==> src/rtl/fa_pkg.sv <==
`timescale 1ns/1ps
package fa_pkg;
  typedef enum logic [1:0] {
    ST_COARSE = 2'd0,
    ST_FINE   = 2'd1,
    ST_TRACK  = 2'd2
  } acq_state_t;
endpackage

==> src/rtl/fa_run_cnt.sv <==
`timescale 1ns/1ps
module fa_run_cnt #(
  parameter int RUN_LEN = 1024
) (
  input  logic clk,
  input  logic rst,
  input  logic en,
  input  logic tick,
  input  logic clear,
  output logic done
);
  localparam int CW = $clog2(RUN_LEN + 1);
  localparam logic [CW-1:0] LIMIT = CW'(RUN_LEN);

  logic [CW-1:0] cnt;

  always_ff @(posedge clk) begin
    if (rst || !en)            cnt <= '0;
    else if (clear)            cnt <= '0;
    else if (tick && cnt != LIMIT) cnt <= cnt + 1'b1;
  end

  assign done = (cnt == LIMIT);

  // the run count never passes its limit
  a_r3_count_bound: assert property (@(posedge clk) disable iff (rst)
    cnt <= LIMIT);

  // a clear in the same cycle as a tick wins
  a_r7_clear_wins: assert property (@(posedge clk) disable iff (rst)
    (en && clear) |=> (cnt == '0));
endmodule

==> src/rtl/fa_accum.sv <==
`timescale 1ns/1ps
module fa_accum #(
  parameter int ACC_W       = 18,
  parameter int COARSE_STEP = 2048,
  parameter int FINE_SHIFT  = 7
) (
  input  logic             clk,
  input  logic             rst,
  input  logic             up,
  input  logic             dn,
  input  logic             fine_sel,
  output logic [ACC_W-1:0] acc
);
  localparam logic [ACC_W-1:0] CSTEP = ACC_W'(COARSE_STEP);
  localparam logic [ACC_W-1:0] FSTEP = ACC_W'(COARSE_STEP >> FINE_SHIFT);
  localparam logic [ACC_W-1:0] MAXV  = {ACC_W{1'b1}};

  logic [ACC_W-1:0] step;
  logic [ACC_W:0]   sum_up;
  logic [ACC_W-1:0] nxt;

  always_comb begin
    step   = fine_sel ? FSTEP : CSTEP;
    sum_up = {1'b0, acc} + {1'b0, step};
    nxt    = acc;
    if (up && !dn) begin
      nxt = sum_up[ACC_W] ? MAXV : sum_up[ACC_W-1:0];
    end else if (dn && !up) begin
      nxt = (acc < step) ? '0 : acc - step;
    end
  end

  always_ff @(posedge clk) begin
    if (rst) acc <= '0;
    else     acc <= nxt;
  end

  // a raise never lowers the word (no wrap at the top)
  a_r9_no_wrap_up: assert property (@(posedge clk) disable iff (rst)
    (up && !dn) |=> (acc >= $past(acc)));

  // a lower never raises the word (no wrap at zero)
  a_r9_no_wrap_dn: assert property (@(posedge clk) disable iff (rst)
    (dn && !up) |=> (acc <= $past(acc)));

  // opposing requests cancel
  a_r6_both_hold: assert property (@(posedge clk) disable iff (rst)
    (up && dn) |=> $stable(acc));
endmodule

==> src/rtl/fa_dsm.sv <==
`timescale 1ns/1ps
module fa_dsm #(
  parameter int ACC_W = 18,
  parameter int DROP  = 4,
  parameter int DAC_W = 7
) (
  input  logic             clk,
  input  logic             rst,
  input  logic [ACC_W-1:0] word,
  output logic [DAC_W-1:0] dac
);
  localparam int RET_W  = ACC_W - DROP;
  localparam int FRAC_W = RET_W - DAC_W;

  logic [RET_W-1:0]  kept;
  logic [DAC_W-1:0]  int_part;
  logic [FRAC_W-1:0] frac, err;
  logic [FRAC_W:0]   esum;
  logic              carry;

  always_comb begin
    kept     = word[ACC_W-1:DROP];
    int_part = kept[RET_W-1:FRAC_W];
    frac     = kept[FRAC_W-1:0];
    esum     = {1'b0, err} + {1'b0, frac};
    carry    = esum[FRAC_W];
  end

  always_ff @(posedge clk) begin
    if (rst) begin
      err <= '0;
      dac <= '0;
    end else begin
      err <= esum[FRAC_W-1:0];
      dac <= (carry && int_part != {DAC_W{1'b1}}) ? int_part + 1'b1 : int_part;
    end
  end

  // output is the integer part or one above it
  a_r10_dac_near: assert property (@(posedge clk) disable iff (rst)
    1'b1 |=> (dac == $past(int_part) || dac == $past(int_part) + 1'b1));
endmodule

==> src/rtl/freq_acq_ctrl.sv <==
`timescale 1ns/1ps
module freq_acq_ctrl #(
  parameter int ACC_W       = 18,
  parameter int DROP        = 4,
  parameter int DAC_W       = 7,
  parameter int COARSE_STEP = 2048,
  parameter int FINE_SHIFT  = 7,
  parameter int RUN_LEN     = 1024
) (
  input  logic             clk,
  input  logic             rst,
  input  logic             coarse_up,
  input  logic             data_rise,
  input  logic             ui_tick,
  input  logic             fine_up,
  input  logic             fine_dn,
  output logic [ACC_W-1:0] freq_word,
  output logic [DAC_W-1:0] dac_code,
  output logic             coarse_lock,
  output logic             fine_lock,
  output logic             phase_en
);
  import fa_pkg::*;

  acq_state_t state;
  logic in_coarse, in_loop;
  logic coarse_done, fine_done;
  logic acc_up, acc_dn;
  logic fine_evt;

  always_comb begin
    in_coarse = (state == ST_COARSE);
    in_loop   = !in_coarse;
    fine_evt  = fine_up || fine_dn;
    acc_up    = in_coarse ? (data_rise && coarse_up) : fine_up;
    acc_dn    = in_coarse ? 1'b0 : fine_dn;
  end

  fa_run_cnt #(.RUN_LEN(RUN_LEN)) u_coarse_run (
    .clk  (clk),
    .rst  (rst),
    .en   (in_coarse),
    .tick (data_rise),
    .clear(data_rise && coarse_up),
    .done (coarse_done)
  );

  fa_run_cnt #(.RUN_LEN(RUN_LEN)) u_fine_run (
    .clk  (clk),
    .rst  (rst),
    .en   (state == ST_FINE),
    .tick (ui_tick),
    .clear(fine_evt),
    .done (fine_done)
  );

  fa_accum #(
    .ACC_W      (ACC_W),
    .COARSE_STEP(COARSE_STEP),
    .FINE_SHIFT (FINE_SHIFT)
  ) u_accum (
    .clk     (clk),
    .rst     (rst),
    .up      (acc_up),
    .dn      (acc_dn),
    .fine_sel(in_loop),
    .acc     (freq_word)
  );

  fa_dsm #(
    .ACC_W(ACC_W),
    .DROP (DROP),
    .DAC_W(DAC_W)
  ) u_dsm (
    .clk (clk),
    .rst (rst),
    .word(freq_word),
    .dac (dac_code)
  );

  always_ff @(posedge clk) begin
    if (rst) begin
      state       <= ST_COARSE;
      coarse_lock <= 1'b0;
      fine_lock   <= 1'b0;
      phase_en    <= 1'b0;
    end else begin
      case (state)
        ST_COARSE: if (coarse_done) begin
          state       <= ST_FINE;
          coarse_lock <= 1'b1;
        end
        ST_FINE: if (fine_done) begin
          state     <= ST_TRACK;
          fine_lock <= 1'b1;
          phase_en  <= 1'b1;
        end
        default: state <= ST_TRACK;
      endcase
    end
  end

  // coarse lock is sticky
  a_r3_lock_sticky: assert property (@(posedge clk) disable iff (rst)
    coarse_lock |=> coarse_lock);

  // phase loop only after both locks
  a_r7_phase_after_locks: assert property (@(posedge clk) disable iff (rst)
    phase_en |-> (coarse_lock && fine_lock));

  // fine lock is sticky
  a_r8_fine_sticky: assert property (@(posedge clk) disable iff (rst)
    fine_lock |=> fine_lock);

  // before coarse lock only a qualified data edge moves the word
  a_r5_coarse_hold: assert property (@(posedge clk) disable iff (rst)
    (!coarse_lock && !(data_rise && coarse_up)) |=> $stable(freq_word));

  // after coarse lock only fine pulses move the word
  a_r4_loop_hold: assert property (@(posedge clk) disable iff (rst)
    (coarse_lock && !fine_up && !fine_dn) |=> $stable(freq_word));
endmodule

==> config.mk <==
export PLATFORM = sky130hd
export DESIGN_NAME = freq_acq_ctrl
export DESIGN_NICKNAME = d
export VERILOG_FILES = /design/src/rtl/fa_pkg.sv /design/src/rtl/fa_run_cnt.sv /design/src/rtl/fa_accum.sv /design/src/rtl/fa_dsm.sv /design/src/rtl/freq_acq_ctrl.sv
export SDC_FILE = /design/constraint.sdc
export NUM_CORES = 1
export LEC_CHECK = 0
export ABC_AREA = 1
export BUFFER_PORTS_ARGS = -buffer_cell sky130_fd_sc_hd__buf_2
export CAP_MARGIN = 20
export CORE_UTILIZATION = 55
export CTS_CLUSTER_DIAMETER = 40
export DETAILED_ROUTE_END_ITERATION = 10
export GPL_ROUTABILITY_DRIVEN = 0
export PLACE_DENSITY = 0.75
export SETUP_SLACK_MARGIN = 0.5
export SLEW_MARGIN = 0
export SYNTH_ARGS = -nofsm -noshare
export SYNTH_HDL_FRONTEND = slang
export SYNTH_SLANG_ARGS = --single-unit
export TNS_END_PERCENT = 20
==> constraint.sdc <==
create_clock -name clk -period 5.4 [get_ports clk]
set_clock_uncertainty 0.1 [all_clocks]
set_input_delay 1.35 -clock clk [delete_from_list [all_inputs] [get_ports clk]]
set_output_delay 1.35 -clock clk [all_outputs]
set_load 0.01 [all_outputs]
After elaboration in Yosys (flattened, before gate mapping)
Cells that the tools add are included.

Register bits: 58. Latch bits: 0. Memory bits (writable): 0. Bits in read-only memories: 0. Output and inout port bits: 28. Logic and storage cells: 54. Memories: 0.

Add/sub/neg operators: 6. Multipliers: 0. Div/mod/pow operators: 0. $lt $le $gt $ge: 1. Equality and inequality tests: 8. Shift-type cells: 0. Muxes and demuxes: 11. Bitwise operators: 0. Reduce and logical (&&, ||, !) cells: 20.

Operators with widths (count): two-way mux 18 bit (4); adder 11 x 1 -> 11 bit (second input constant) (2); equality test 11 bit (second input constant) (2); inequality test 11 bit (second input constant) (2); adder 18 x 18 -> 19 bit (1); < comparator 18 bit (1); subtractor 18 bit (1); two-way mux 12 bit (1); adder 7 x 7 -> 8 bit (1); adder 7 x 1 -> 7 bit (second input constant) (1); two-way mux 7 bit (1); inequality test 7 bit (second input constant) (1); logical AND 1 bit (6); AND reduction 2 bit (3); zero test 1 bit (4); two-way mux 2 bit (2); inequality test 2 bit (second input constant) (2); case mux 2 bit (2 select lines) (1); OR reduction 2 bit (2); logical OR 1 bit (3); equality test 2 x 1 -> 1 bit (second input constant) (1); zero test 2 bit (1); two-way mux 1 bit (2); nonzero test 2 bit (1).

Longest topological paths before layout
Gate-level depths: netlist of the first run.

Depth after elaboration: 6. Mapped depth: 15. Depth with buffers taken out: 14.

By module
A second synthesis of the first run with hierarchy kept.

Cells, all modules: 621. Area total of the unflattened synthesis: 4046.4 um^2.

By module, submodules not included: fa_accum (instances 1, cells each 249, area an instance 1536.5 um^2, sequential area each 300.3 um^2); fa_run_cnt (instances 2, cells each 112, area an instance 725.7 um^2, sequential area each 220.2 um^2); fa_dsm (instances 1, cells each 119, area an instance 853.3 um^2, sequential area each 280.3 um^2); freq_acq_ctrl (instances 1, cells each 29, area an instance 205.2 um^2, sequential area each 80.1 um^2).

Worst setup path before layout of the first run
No wires, ideal clock.

Path type: input to register. Start: input data_rise. End: register u_accum.acc[7]. Library setup time: 0.109 ns. Arrival: 2.456 ns. Slack: 2.735 ns. Stages on the path: 11. Path buffers: 1. Path through: nand2_1 > nand2_1 > o21a_1 > ha_1 > inv_1 > nand2_2 > inv_2 > buf_6 > nand3_2 > nand2_1 > inv_1.

Longest elaborated chain between the ends: 5. Elaborated cells on any way between the ends: 7. Classes of those cells: 2 x mux; 5 x reduce/logical.

Ends and longest elaborated chain: start: declaration (RTL line freq_acq_ctrl.sv:13) `input logic data_rise,`; logical AND 1 bit * (RTL line freq_acq_ctrl.sv:35) `acc_up = in_coarse ? (data_rise && coarse_up) : fine_up;`; two-way mux 1 bit * (RTL line freq_acq_ctrl.sv:35); zero test 1 bit (RTL line fa_accum.sv:28) `end else if (dn && !up) begin`; logical AND 1 bit (RTL line fa_accum.sv:28); nonzero test 2 bit (no source line); end signal: assignment (RTL line fa_accum.sv:35) `else acc <= nxt;`; end: declaration (RTL line fa_accum.sv:12) `output logic [ACC_W-1:0] acc`.

Every way passes the cells marked *; elsewhere a longest branch is shown, timed or not. A chain may end at the register's enable or synchronous reset.

Final worst setup path of the first run
Start: input data_rise. End: register u_accum.acc[5].

The elaborated chain is that of the path after synthesis.

==> flow_summary_export.csv, run 1 <==
group,metric,value,unit
synth,synth_top_area_cell,"dfxtp_1",
detailed_routing,wire_per_inst,13.2,µm
synth,yosysTopAreaCellShare,29.5,%
timing,rsz0062_at_grt,"false",
timing,slew_headroom,53.2,%
clock_tree,clkTransAtPathRegs,0.10,ns
clock_tree,cts_made_buffers,5,
global_route,first_global_vias,3245,
job,maxCapViolCount,0,
critical_path,crit_path_end_kind,"flip-flop",
pwr,p_leak,1.82,nW
clock_tree,hold_buffers,0,
timing,fin_setup_tns,0,ns
critical_path,cp_slowest_cell,"ha_1",
synth,ys_seq_area_share,29.5,%
clock_tree,insertion_delay,0.31,ns
timing,worstMarginPinSlew,0.703,ns
floorplanning,fp.dieW,84.4,µm
timing,setup_viol_count_final,0,
pwr,max-vdd-ir-drop,0.154,mV
synth,synth_cell_type_count,35,
critical_path,start_kind,"input pin",
floorplanning,die_area,7120,µm²
synth,async_reset_ff_share,0,%
critical_path,max_stage_delay,0.51,ns
critical_path,critPathTopFamily,"simple AND/OR/NAND/NOR gates",
synth,synth_top_flop_cell,"dfxtp_1",
pwr,p_per_area,214,nW/µm²
synth,synth_edf_count,0,
synth,synthTopCellsByArea,"dfxtp_1 (30%), nand2_1 (14%), nand3_1 (7.8%)",
detailed_routing,vias_per_cell,5.50,
cells_and_area,final_nets,616,
timing,setup_slack,2.43,ns
clock_tree,cts.sinks,55,
floorplanning,die_h,84.4,µm
detailed_routing,ant_nets,0,
placed_design,dpl.hpwl,6400,µm
global_route,grt.total_usage,25.0,%
global_route,grt_first_pass_wirelength,14600,µm
timing,period_needed,2.97,ns
status,status,"complete, but fails checks",
critical_path,crit_buf_inv,4,
critical_path,worst-path-stages,13,
floorplanning,core_area,6460,µm²
clock_tree,cts_setup_buffers,0,
clock_tree,tritoncts,"yes",
global_route,overflow,0,
timing,hold_viol,0,
synth,yosys.cell_count.top_type,"nand2_1",
critical_path,crit_type,"in2reg",
global_route,antenna_found_initial,0,
floorplanning,io_pins,35,
detailed_routing,num_vias,3669,
critical_path,cp.required,5.56,ns
synth,synth_area,3730,µm²
floorplanning,start_util,57.8,%
worst_hold_path,hold_path_class,"reg2reg",
floorplanning,rows,29,
placed_design,place_ws,2.10,ns
cells_and_area,fillers,619,
global_route,grt_max_degree,28,
cells_and_area,drive_above_1_share,11.7,%
detailed_routing,drc,1,
synth,synthesis.instances,565,
critical_path,worstPathMaxFanout,13,
critical_path,arrival,3.13,ns
detailed_routing,drtIter0Drc,213,
timing,fin_crit_sh,55.0,%
detailed_routing,dr.pass1.iters,11,
cells_and_area,syn_to_final_growth,6.47,%
critical_path,reg2reg_depth,11,
synth,yosysWarnings,0,
synth,synth_common_cells,"nand2_1 (136), inv_1 (69), nand3_1 (58)",
status,violations,"DRC",
detailed_routing,drt-total-wl,8780,µm
synth,syn_avg_cell_area,6.60,µm²
placed_design,port_buffers,34,
worst_hold_path,holdPathStages,2,
clock_tree,cts_root_buf,"clkbuf_8",
clock_tree,cts-resized-gates,0,
clock_tree,h-tree-depth,2,
critical_path,path_common_cell,"nand2_1",
synth,syn_nets,592,
clock_tree,clockBufferDepth,2,
synth,synth_seq_cells,55,
timing,fmax,0.337,GHz
timing,drv_slew,0,
critical_path,path_cells,"buf_2 -> nand2_1 -> nand2_1 -> o21a_1 -> ha_1 -> inv_1 -> nor2_4 -> nand3_2 -> nand2_2 -> inv_2 -> nand3_1 -> nand2_1 -> inv_1",
cells_and_area,antenna_cells,0,
cell families (layout without fill, tap and decap cells):
logic type	after synthesis	in the layout	synth area share [%]
flip-flops	55	55	29.5
AND/OR/NAND/NOR	295	295	36.7
XOR/XNOR	19	19	4.46
AO/OA/AOI/OAI	81	81	11.4
adder cells (fa/ha/maj)	20	20	6.91
buffers and inverters	95	120	11.0
layout make-up:
cell class              instances  area, µm²  area share (%)
multi-input cells             415       2220            55.9
repair buffers                 35        178            4.47
well taps                      77       96.3            2.43
clock buffers                   6       72.6            1.83
flip-flops and latches         55       1100            27.7
clock inverters                 2       16.3           0.409
inverters                      77        289            7.28
worst paths after layout:
| check | from | end | slack (ns) |
|---|---|---|---|
| min reg2reg | coarse_lock$_SDFFE_PP0P_ | coarse_lock$_SDFFE_PP0P_ | 0.35 |
| min | coarse_lock$_SDFFE_PP0P_ | coarse_lock$_SDFFE_PP0P_ | 0.35 |
| max reg2reg | state[0]$_SDFFE_PP0P_ | u_accum.acc[13]$_SDFFE_PP0P_ | 2.66 |
| max | data_rise | u_accum.acc[5]$_SDFFE_PP0P_ | 2.43 |
registers in the layout, summed over array words and instances (netlist names):
| signal | cells |
|---|---|
| u_fine_run.cnt | 11 |
| phase_en | 1 |
| state | 2 |
| u_dsm.dac | 7 |
| u_dsm.err | 7 |
| u_coarse_run.cnt | 11 |
| u_accum.acc | 15 |
| coarse_lock | 1 |
routing by layer:
metal	routed length, µm	vias to the layer above	GRT usage, %
li1	-	1884	-
met1	4080	1660	32.5
met2	4170	114	44.0
met3	422	11	2.65
met4	111	0	7.24
met5	0	-	0
placed cells by master (no fill, tap or decap), types with 2 or more instances in the layout:
| cell | Yosys | routed |
|---|---|---|
| ha_1 | 19 | 19 |
| inv_1 | 69 | 69 |
| nand3_2 | 12 | 12 |
| nand2_4 | 2 | 2 |
| inv_2 | 7 | 7 |
| xnor2_1 | 3 | 3 |
| nor4_1 | 2 | 2 |
| nand4_1 | 10 | 10 |
| nor3_1 | 8 | 8 |
| o21ai_0 | 23 | 23 |
| nand2_2 | 2 | 2 |
| nor2_4 | 2 | 2 |
| xor2_1 | 16 | 16 |
| nand2_1 | 136 | 136 |
| a21oi_1 | 51 | 51 |
| clkbuf_8 | 0 | 5 |
| dfxtp_1 | 55 | 55 |
| nor3b_1 | 4 | 4 |
| o21a_1 | 2 | 2 |
| nand3_1 | 58 | 58 |
| buf_2 | 4 | 34 |
| nand3b_1 | 3 | 3 |
| nor2_1 | 53 | 53 |
worst reg2reg max path, stage by stage (launching register included):
cell and delay, ns:
dfxtp_1 0.32, nor2_1 0.31, inv_1 0.19, ha_1 0.28, ha_1 0.24, nand3_1 0.15, nand3_1 0.12, a21oi_2 0.60
nand3_1 0.20, nand3_2 0.11, nand2_1 0.05, inv_1 0.04
per-stage QoR:
| stage | hold slack (ns) | util [%] | cell area, µm² | std cells | power (W) |
|---|---|---|---|---|---|
| after floorplan | 0.344 | - | 3730 | 565 | 0.000584 |
| after global placement | 0.347 | 60.1 | 3880 | 659 | 0.000618 |
| after detailed placement | 0.341 | 60.1 | 3880 | 659 | 0.000623 |
| after CTS | 0.358 | 61.5 | 3970 | 667 | 0.000858 |
| after global routing | 0.394 | 61.5 | 3970 | 667 | 0.000903 |
| final | 0.355 | 61.5 | 3970 | 667 | 0.000852 |
power by group:
group	internal (W)	leakage [nW]	switching, W	total [W]
Sequential	0.000423	0.448	0.0000243	0.000447
Combinational	0.0000586	1.33	0.000111	0.000170
Clock	0.0000936	0.0418	0.000141	0.000235
Total	0.000575	1.82	0.000277	0.000852
(Power assumes the default switching activity.)
==> inputs of run 2 (changes only) <==
--- a/config.mk
+++ b/config.mk
@@ -8,11 +8,11 @@
 export ABC_AREA = 1
 export BUFFER_PORTS_ARGS = -buffer_cell sky130_fd_sc_hd__buf_2
 export CAP_MARGIN = 20
-export CORE_UTILIZATION = 55
+export CORE_UTILIZATION = 54
 export CTS_CLUSTER_DIAMETER = 40
 export DETAILED_ROUTE_END_ITERATION = 10
 export GPL_ROUTABILITY_DRIVEN = 0
-export PLACE_DENSITY = 0.75
+export PLACE_DENSITY = 0.77
 export SETUP_SLACK_MARGIN = 0.5
 export SLEW_MARGIN = 0
 export SYNTH_ARGS = -nofsm -noshare
==> constraint.sdc (replaced) <==
create_clock -name clk -period 2.6 [get_ports clk]
set_clock_uncertainty 0.1 [all_clocks]
set_input_delay 0.65 -clock clk [delete_from_list [all_inputs] [get_ports clk]]
set_output_delay 0.65 -clock clk [all_outputs]
set_load 0.01 [all_outputs]
==> flow_summary_export.csv, run 2 (synthesized netlist as in run 1, its figures left out) <==
group,metric,value,unit
detailed_routing,drc,0,
timing,setup_slack,0.512,ns
worst_hold_path,hp-start,"coarse_lock$_SDFFE_PP0P_",
pwr,p_int,0.00121,W
placed_design,dpl.hpwl,6390,µm
timing,period_needed,2.09,ns
clock_tree,h-tree-depth,2,
critical_path,max_stage_delay,0.51,ns
pwr,pwr-share-clk,27.5,%
critical_path,start_kind,"flip-flop",
cells_and_area,top_regs,"u_accum.acc (15), u_coarse_run.cnt (11), u_fine_run.cnt (11)",
status,status,"complete, no violations",
timing,worstMarginPinSlew,0.629,ns
global_route,first_global_vias,3338,
pwr,max-vdd-ir-drop,0.293,mV
critical_path,crit_path_end_kind,"flip-flop",
detailed_routing,num_vias,3767,
timing,rsz0062_at_grt,"true",
detailed_routing,wire_per_inst,13.5,µm
critical_path,critPathTopFamily,"simple AND/OR/NAND/NOR gates",
detailed_routing,drtIter0Drc,276,
detailed_routing,ant_nets,0,
critical_path,worstPathMaxFanout,8,
cells_and_area,final-seq-area,1100,µm²
timing,slew_headroom,58.0,%
pwr,p_leak,1.88,nW
clock_tree,hold_buffers,0,
floorplanning,rows,29,
floorplanning,start_util,57.4,%
timing,fmax,0.479,GHz
clock_tree,cts_root_buf,"clkbuf_8",
detailed_routing,dr.pass1.iters,5,
cells_and_area,final_nets,626,
cells_and_area,fillers,585,
critical_path,path_common_cell,"nand2_1",
clock_tree,tritoncts,"yes",
timing,fin_crit_sh,80.3,%
global_route,grt.total_usage,25.4,%
pwr,p_sw,0.000597,W
cells_and_area,drive_above_1_share,15.2,%
timing,drv_slew,0,
critical_path,crit_type,"reg2reg",
worst_hold_path,holdPathStages,2,
detailed_routing,drt-total-wl,9130,µm
floorplanning,io_pins,35,
detailed_routing,vias_per_cell,5.56,
floorplanning,die_h,85.1,µm
cells_and_area,multi_input_area,2270,µm²
critical_path,cp.required,2.76,ns
floorplanning,core_area,6490,µm²
timing,hold_viol,0,
worst_hold_path,holdPathEnd,"coarse_lock$_SDFFE_PP0P_",
critical_path,reg2reg_depth,12,
clock_tree,cts_made_buffers,5,
cells_and_area,antenna_cells,0,
floorplanning,fp.dieW,85.1,µm
clock_tree,insertion_delay,0.32,ns
critical_path,r2r-start,"u_accum.acc[4]$_SDFFE_PP0P_",
pwr,pwr-share-seq,51.4,%
clock_tree,clkTransAtPathRegs,0.10,ns
job,maxCapViolCount,0,
critical_path,path_cells,"ha_4 -> ha_2 -> nand2_1 -> nor2_2 -> nand2_1 -> nand2_4 -> nand3_2 -> nand2_4 -> inv_6 -> nand3_1 -> nand2_1 -> inv_1",
critical_path,arrival,2.25,ns
global_route,grt_first_pass_wirelength,15000,µm
placed_design,place_ws,0.364,ns
global_route,antenna_found_initial,0,
worst_hold_path,hold_path_class,"reg2reg",
critical_path,cp_slowest_cell,"dfxtp_1",
clock_tree,clockBufferDepth,2,
pwr,comb_power_share,21.0,%
timing,setup_viol_count_final,0,
global_route,overflow,0,
critical_path,r2r_slack,0.51,ns
cells_and_area,utilization,63.4,%
timing,fin_setup_tns,0,ns
pwr,p_per_area,439,nW/µm²
critical_path,rr_endpoint,"u_accum.acc[5]$_SDFFE_PP0P_",
cells_and_area,regMostFlops,"u_accum.acc",
placed_design,port_buffers,34,
cells_and_area,syn_to_final_growth,10.3,%
floorplanning,die_area,7250,µm²
cells_and_area,final_cell_mix,"nand2_1 (136), inv_1 (67), nand3_1 (56), dfxtp_1 (53)",
pwr,sw_frac_of_total,33.0,%
cells_and_area,largest_reg_flops,15,
cells_and_area,final_cell_count_no_fill,677,
cells_and_area,final_common_cell,"nand2_1",
critical_path,crit_buf_inv,2,
global_route,grt_max_degree,24,
clock_tree,cts.sinks,55,
placed_design,place_inst,667,
[run 2: how the worst max path moves through the flow]
stage	cells after the start	endpoint	slack, ns	startpoint
global route	10	u_fine_run.cnt[2]$_SDFFE_PP0P_	0.38	u_fine_run.cnt[0]$_SDFFE_PP0P_
CTS	14	u_accum.acc[5]$_SDFFE_PP0P_	0.51	state[0]$_SDFFE_PP0P_
floorplan	15	u_accum.acc[7]$_SDFFE_PP0P_	0.55	state[0]$_SDFFE_PP0P_
finish	12	u_accum.acc[5]$_SDFFE_PP0P_	0.51	u_accum.acc[4]$_SDFFE_PP0P_
detailed placement	13	u_accum.acc[5]$_SDFFE_PP0P_	0.36	data_rise
global placement	13	u_accum.acc[5]$_SDFFE_PP0P_	0.40	data_rise
[run 2: tightest hold or removal path: stages, from the launching register on]
cell	delay, ns
dfxtp_1	0.32
inv_1	0.05
a21oi_1	0.05
[run 2: per-stage QoR]
| stage | total power, W | hold slack [ns] | cell area [µm²] |
|---|---|---|---|
| 2_1_floorplan | 0.00121 | 0.344 | 3730 |
| 3_3_place_gp | 0.00130 | 0.344 | 3940 |
| 3_5_place_dp | 0.00131 | 0.346 | 3940 |
| 4_1_cts | 0.00180 | 0.362 | 4050 |
| 5_1_grt | 0.00190 | 0.386 | 4120 |
| 6_report | 0.00181 | 0.356 | 4120 |
[run 2: layer usage]
metal  GRT usage (%)  share of wire [%]  vias up
met3            4.77                8.0       18
met1            32.8                 43     1698
met4            8.17                1.5        0
met2            42.9                 47      150
li1                -                  -     1901
met5               0                  0        -
[run 2: cell type report]
class / count / share of cell area (%)
sequential: 55 / 26.8
clock buffer: 6 / 1.76
timing repair buffer: 44 / 6.05
clock inverter: 2 / 0.426
tap: 77 / 2.34
timing repair inverter: 1 / 0.274
multi-input combinational: 415 / 55.1
inverter: 77 / 7.20
[run 2: timing repair]
action | CTS | global route
gates cloned | 1 | 0
pin swaps | 0 | 4
resized for setup | 6 | 16
endpoints found under the setup margin | 12 | 20
setup buffers | 0 | 1
[run 2: power by group through the flow]
| stage | clock network [W] | registers, W | logic (W) |
|---|---|---|---|
| 6_report | 0.000498 | 0.000930 | 0.000380 |
| 4_1_cts | 0.000503 | 0.000927 | 0.000368 |
| 5_1_grt | 0.000542 | 0.000935 | 0.000425 |
| 2_1_floorplan | 0 | 0.000934 | 0.000279 |
| 3_3_place_gp | 0 | 0.000946 | 0.000353 |
| 3_5_place_dp | 0 | 0.000947 | 0.000361 |
==> inputs of run 3 (changes only) <==
--- a/config.mk
+++ b/config.mk
@@ -5,14 +5,14 @@
 export SDC_FILE = /design/constraint.sdc
 export NUM_CORES = 1
 export LEC_CHECK = 0
-export ABC_AREA = 1
+export ABC_AREA = 0
 export BUFFER_PORTS_ARGS = -buffer_cell sky130_fd_sc_hd__buf_2
 export CAP_MARGIN = 20
-export CORE_UTILIZATION = 54
+export CORE_UTILIZATION = 55
 export CTS_CLUSTER_DIAMETER = 40
 export DETAILED_ROUTE_END_ITERATION = 10
 export GPL_ROUTABILITY_DRIVEN = 0
-export PLACE_DENSITY = 0.77
+export PLACE_DENSITY = 0.75
 export SETUP_SLACK_MARGIN = 0.5
 export SLEW_MARGIN = 0
 export SYNTH_ARGS = -nofsm -noshare
==> constraint.sdc (replaced) <==
create_clock -name clk -period 2.1 [get_ports clk]
set_clock_uncertainty 0.1 [all_clocks]
set_input_delay 0.525 -clock clk [delete_from_list [all_inputs] [get_ports clk]]
set_output_delay 0.525 -clock clk [all_outputs]
set_load 0.01 [all_outputs]
==> flow_summary_export.csv, run 3 <==
group,metric,value,unit
timing,fin_crit_sh,121,%
synth,yosysTopAreaCellShare,33.3,%
timing,hold_viol,0,
timing,rsz0062_at_grt,"true",
synth,yosysWarnings,0,
synth,async_reset_ff_share,0,%
critical_path,arrival,2.62,ns
synth,synth_cell_type_count,57,
placed_design,dpl.hpwl,6180,µm
synth,synth_fa_ha_area_share,7.80,%
detailed_routing,drc,0,
floorplanning,die_area,6320,µm²
floorplanning,core_area,5640,µm²
floorplanning,rows,27,
critical_path,path_common_cell,"buf_4",
cells_and_area,top_regs,"u_accum.acc (15), u_coarse_run.cnt (11), u_fine_run.cnt (11)",
synth,synth_top_flop_cell,"dfxtp_1",
cells_and_area,largest_reg_flops,15,
global_route,antenna_found_initial,0,
critical_path,crit_start,"state[1]$_SDFFE_PP0P_",
synth,synth_top_area_cell,"dfxtp_1",
critical_path,rr_endpoint,"u_accum.acc[13]$_SDFFE_PP0P_",
critical_path,start_kind,"flip-flop",
timing,period_needed,2.54,ns
status,status,"complete, but fails checks",
pwr,max-vdd-ir-drop,0.284,mV
critical_path,crit_type,"reg2reg",
clock_tree,clockBufferDepth,2,
critical_path,cp.required,2.18,ns
synth,synth_edf_count,0,
placed_design,port_buffers,34,
floorplanning,start_util,58.6,%
floorplanning,io_pins,35,
critical_path,path_cells,"or2_4 -> ha_4 -> buf_4 -> inv_1 -> a31oi_1 -> buf_4 -> nor3_1 -> nand2_1 -> a221oi_1 -> a2111oi_2",
clock_tree,h-tree-depth,2,
cells_and_area,antenna_cells,0,
cells_and_area,utilization,79.5,%
timing,drv_slew,0,
synth,synthXorXnorAreaFrac,6.89,%
critical_path,crit_path_end_kind,"flip-flop",
timing,fin_setup_tns,-4.33,ns
synth,synthesis.instances,404,
worst_hold_path,holdPathStages,2,
synth,synth_area,3300,µm²
synth,ys_seq_area_share,33.3,%
worst_hold_path,hold_path_class,"reg2reg",
synth,yosys.cell_count.top_type,"dfxtp_1",
detailed_routing,wire_per_inst,17.3,µm
cells_and_area,drive_above_1_share,39.4,%
global_route,grt_first_pass_wirelength,14700,µm
critical_path,crit_path_end,"u_accum.acc[13]$_SDFFE_PP0P_",
timing,setup_slack,-0.444,ns
synth,synthSimpleGateAreaFrac,25.3,%
critical_path,r2r-start,"state[1]$_SDFFE_PP0P_",
detailed_routing,drt-total-wl,9770,µm
timing,fmax,0.393,GHz
clock_tree,insertion_delay,0.31,ns
synth,syn_avg_cell_area,8.18,µm²
clock_tree,cts.sinks,55,
pwr,p_leak,1.85,nW
cells_and_area,regMostFlops,"u_accum.acc",
cells_and_area,syn_to_final_growth,35.7,%
detailed_routing,dr.pass1.iters,5,
synth,synth_common_cells,"dfxtp_1 (55), nor2_1 (50), nand2_1 (30)",
synth,syn_nets,431,
floorplanning,fp.dieW,79.5,µm
critical_path,r2r_slack,-0.44,ns
global_route,grt_max_degree,18,
global_route,first_global_vias,3158,
clock_tree,clkTransAtPathRegs,0.10,ns
critical_path,max_stage_delay,0.50,ns
global_route,overflow,0,
worst_hold_path,hp-start,"phase_en$_SDFFE_PP0P_",
timing,slew_headroom,67.9,%
critical_path,reg2reg_depth,10,
clock_tree,hold_buffers,0,
pwr,p_per_area,523,nW/µm²
timing,setup_viol_count_final,19,
clock_tree,cts_made_buffers,5,
clock_tree,tritoncts,"yes",
synth,synth_compound_area_share,18.7,%
floorplanning,die_h,79.5,µm
job,maxCapViolCount,0,
critical_path,cp_slowest_cell,"a221oi_1",
synth,synth_seq_cells,55,
detailed_routing,drtIter0Drc,137,
synth,synthTopCellsByArea,"dfxtp_1 (33%), ha_1 (7.2%), nor2_1 (5.7%)",
critical_path,worstPathMaxFanout,4,
status,violations,"setup timing",
timing,worstMarginPinSlew,0.481,ns
clock_tree,cts_root_buf,"clkbuf_8",
global_route,grt.total_usage,29.5,%
cells_and_area,final_cell_mix,"buf_4 (61), nor2_1 (49), dfxtp_1 (44), buf_2 (31), nand2_1 (27)",
cells_and_area,final_common_cell,"buf_4",
synth,synth_mux_area_share,1.67,%
cells_and_area,final_nets,519,
detailed_routing,ant_nets,0,
detailed_routing,vias_per_cell,6.07,
synth,synth_top_family_by_area,"simple AND/OR/NAND/NOR gates",
detailed_routing,num_vias,3421,
-- run 3: cell count changes after synthesis, sizes merged, moves of 8 or more --
cell    change
a21oi      -24
a221oi      +9
a31oi      +10
clkbuf      +8
inv        -55
nand2     -110
nand3      -57
nor3        +8
o21ai      -14
-- run 3: critical path: cells and delay by family, from the launching register on --
family / cells / cell delay (ns)
buf+inv: 3 / 0.37
simple gates: 3 / 0.73
compound gates: 3 / 0.64
fa+ha+maj: 1 / 0.23
flops: 1 / 0.33
-- run 3: cell type report --
cell class,count,area [µm²]
clock buffers,5,68.8
clock inverters,2,37.5
fillers,352,1160
inverters,21,78.8
multi-input cells,302,2300
flip-flops and latches,55,1120
well taps,72,90.1
repair buffers,107,790
-- run 3: repair_timing --
action / 4_1_cts / 5_1_grt
endpoints found under the setup margin: 45 / 54
gates resized for setup: 47 / 38
pin swaps: 36 / 21
buffers inserted: 1 / 0
-- run 3: per-layer routing --
metal	share of wire, %	GRT usage, %	vias to the layer above
li1	-	-	1610
met1	42	37.3	1629
met2	49	49.8	151
met3	6.2	4.46	31
met4	3.4	12.0	0
met5	0	0	-
-- run 3: worst min-delay path by stage --
stage | slack [ns] | end
after floorplan | 0.32 | state[0]$_SDFFE_PP0P_
after global placement | 0.35 | coarse_lock$_SDFFE_PP0P_
after detailed placement | 0.37 | phase_en$_SDFFE_PP0P_
after CTS | 0.40 | phase_en$_SDFFE_PP0P_
after global routing | 0.41 | coarse_lock$_SDFFE_PP0P_
final | 0.39 | phase_en$_SDFFE_PP0P_
-- run 3: stage by stage --
stage	setup slack (ns)	area, µm²	instances	hold slack, ns	power, W
global placement	-0.380	4000	556	0.346	0.00154
CTS	-0.236	4310	564	0.397	0.00228
floorplan	-0.476	3340	404	0.319	0.00138
global route	-0.502	4490	564	0.410	0.00244
finish	-0.444	4490	564	0.392	0.00235
detailed placement	-0.438	4000	556	0.374	0.00154
-- run 3: power by group --
group	internal [W]	total [W]	switching, W
combinational	0.000244	0.000538	0.000293
clock	0.000349	0.000707	0.000358
sequential	0.00107	0.00110	0.0000300
total	0.00167	0.00235	0.000681
-- run 3: kinds of logic after synthesis --
| kind of cell | count (synthesis) |
|---|---|
| adders and majority gates | 20 |
| DFF | 55 |
| xor gates and xnor gates | 26 |
| buffers and inverters | 47 |
| AOI/OAI and AO/OA | 84 |
| and+or+nand+nor | 167 |
| muxes | 5 |
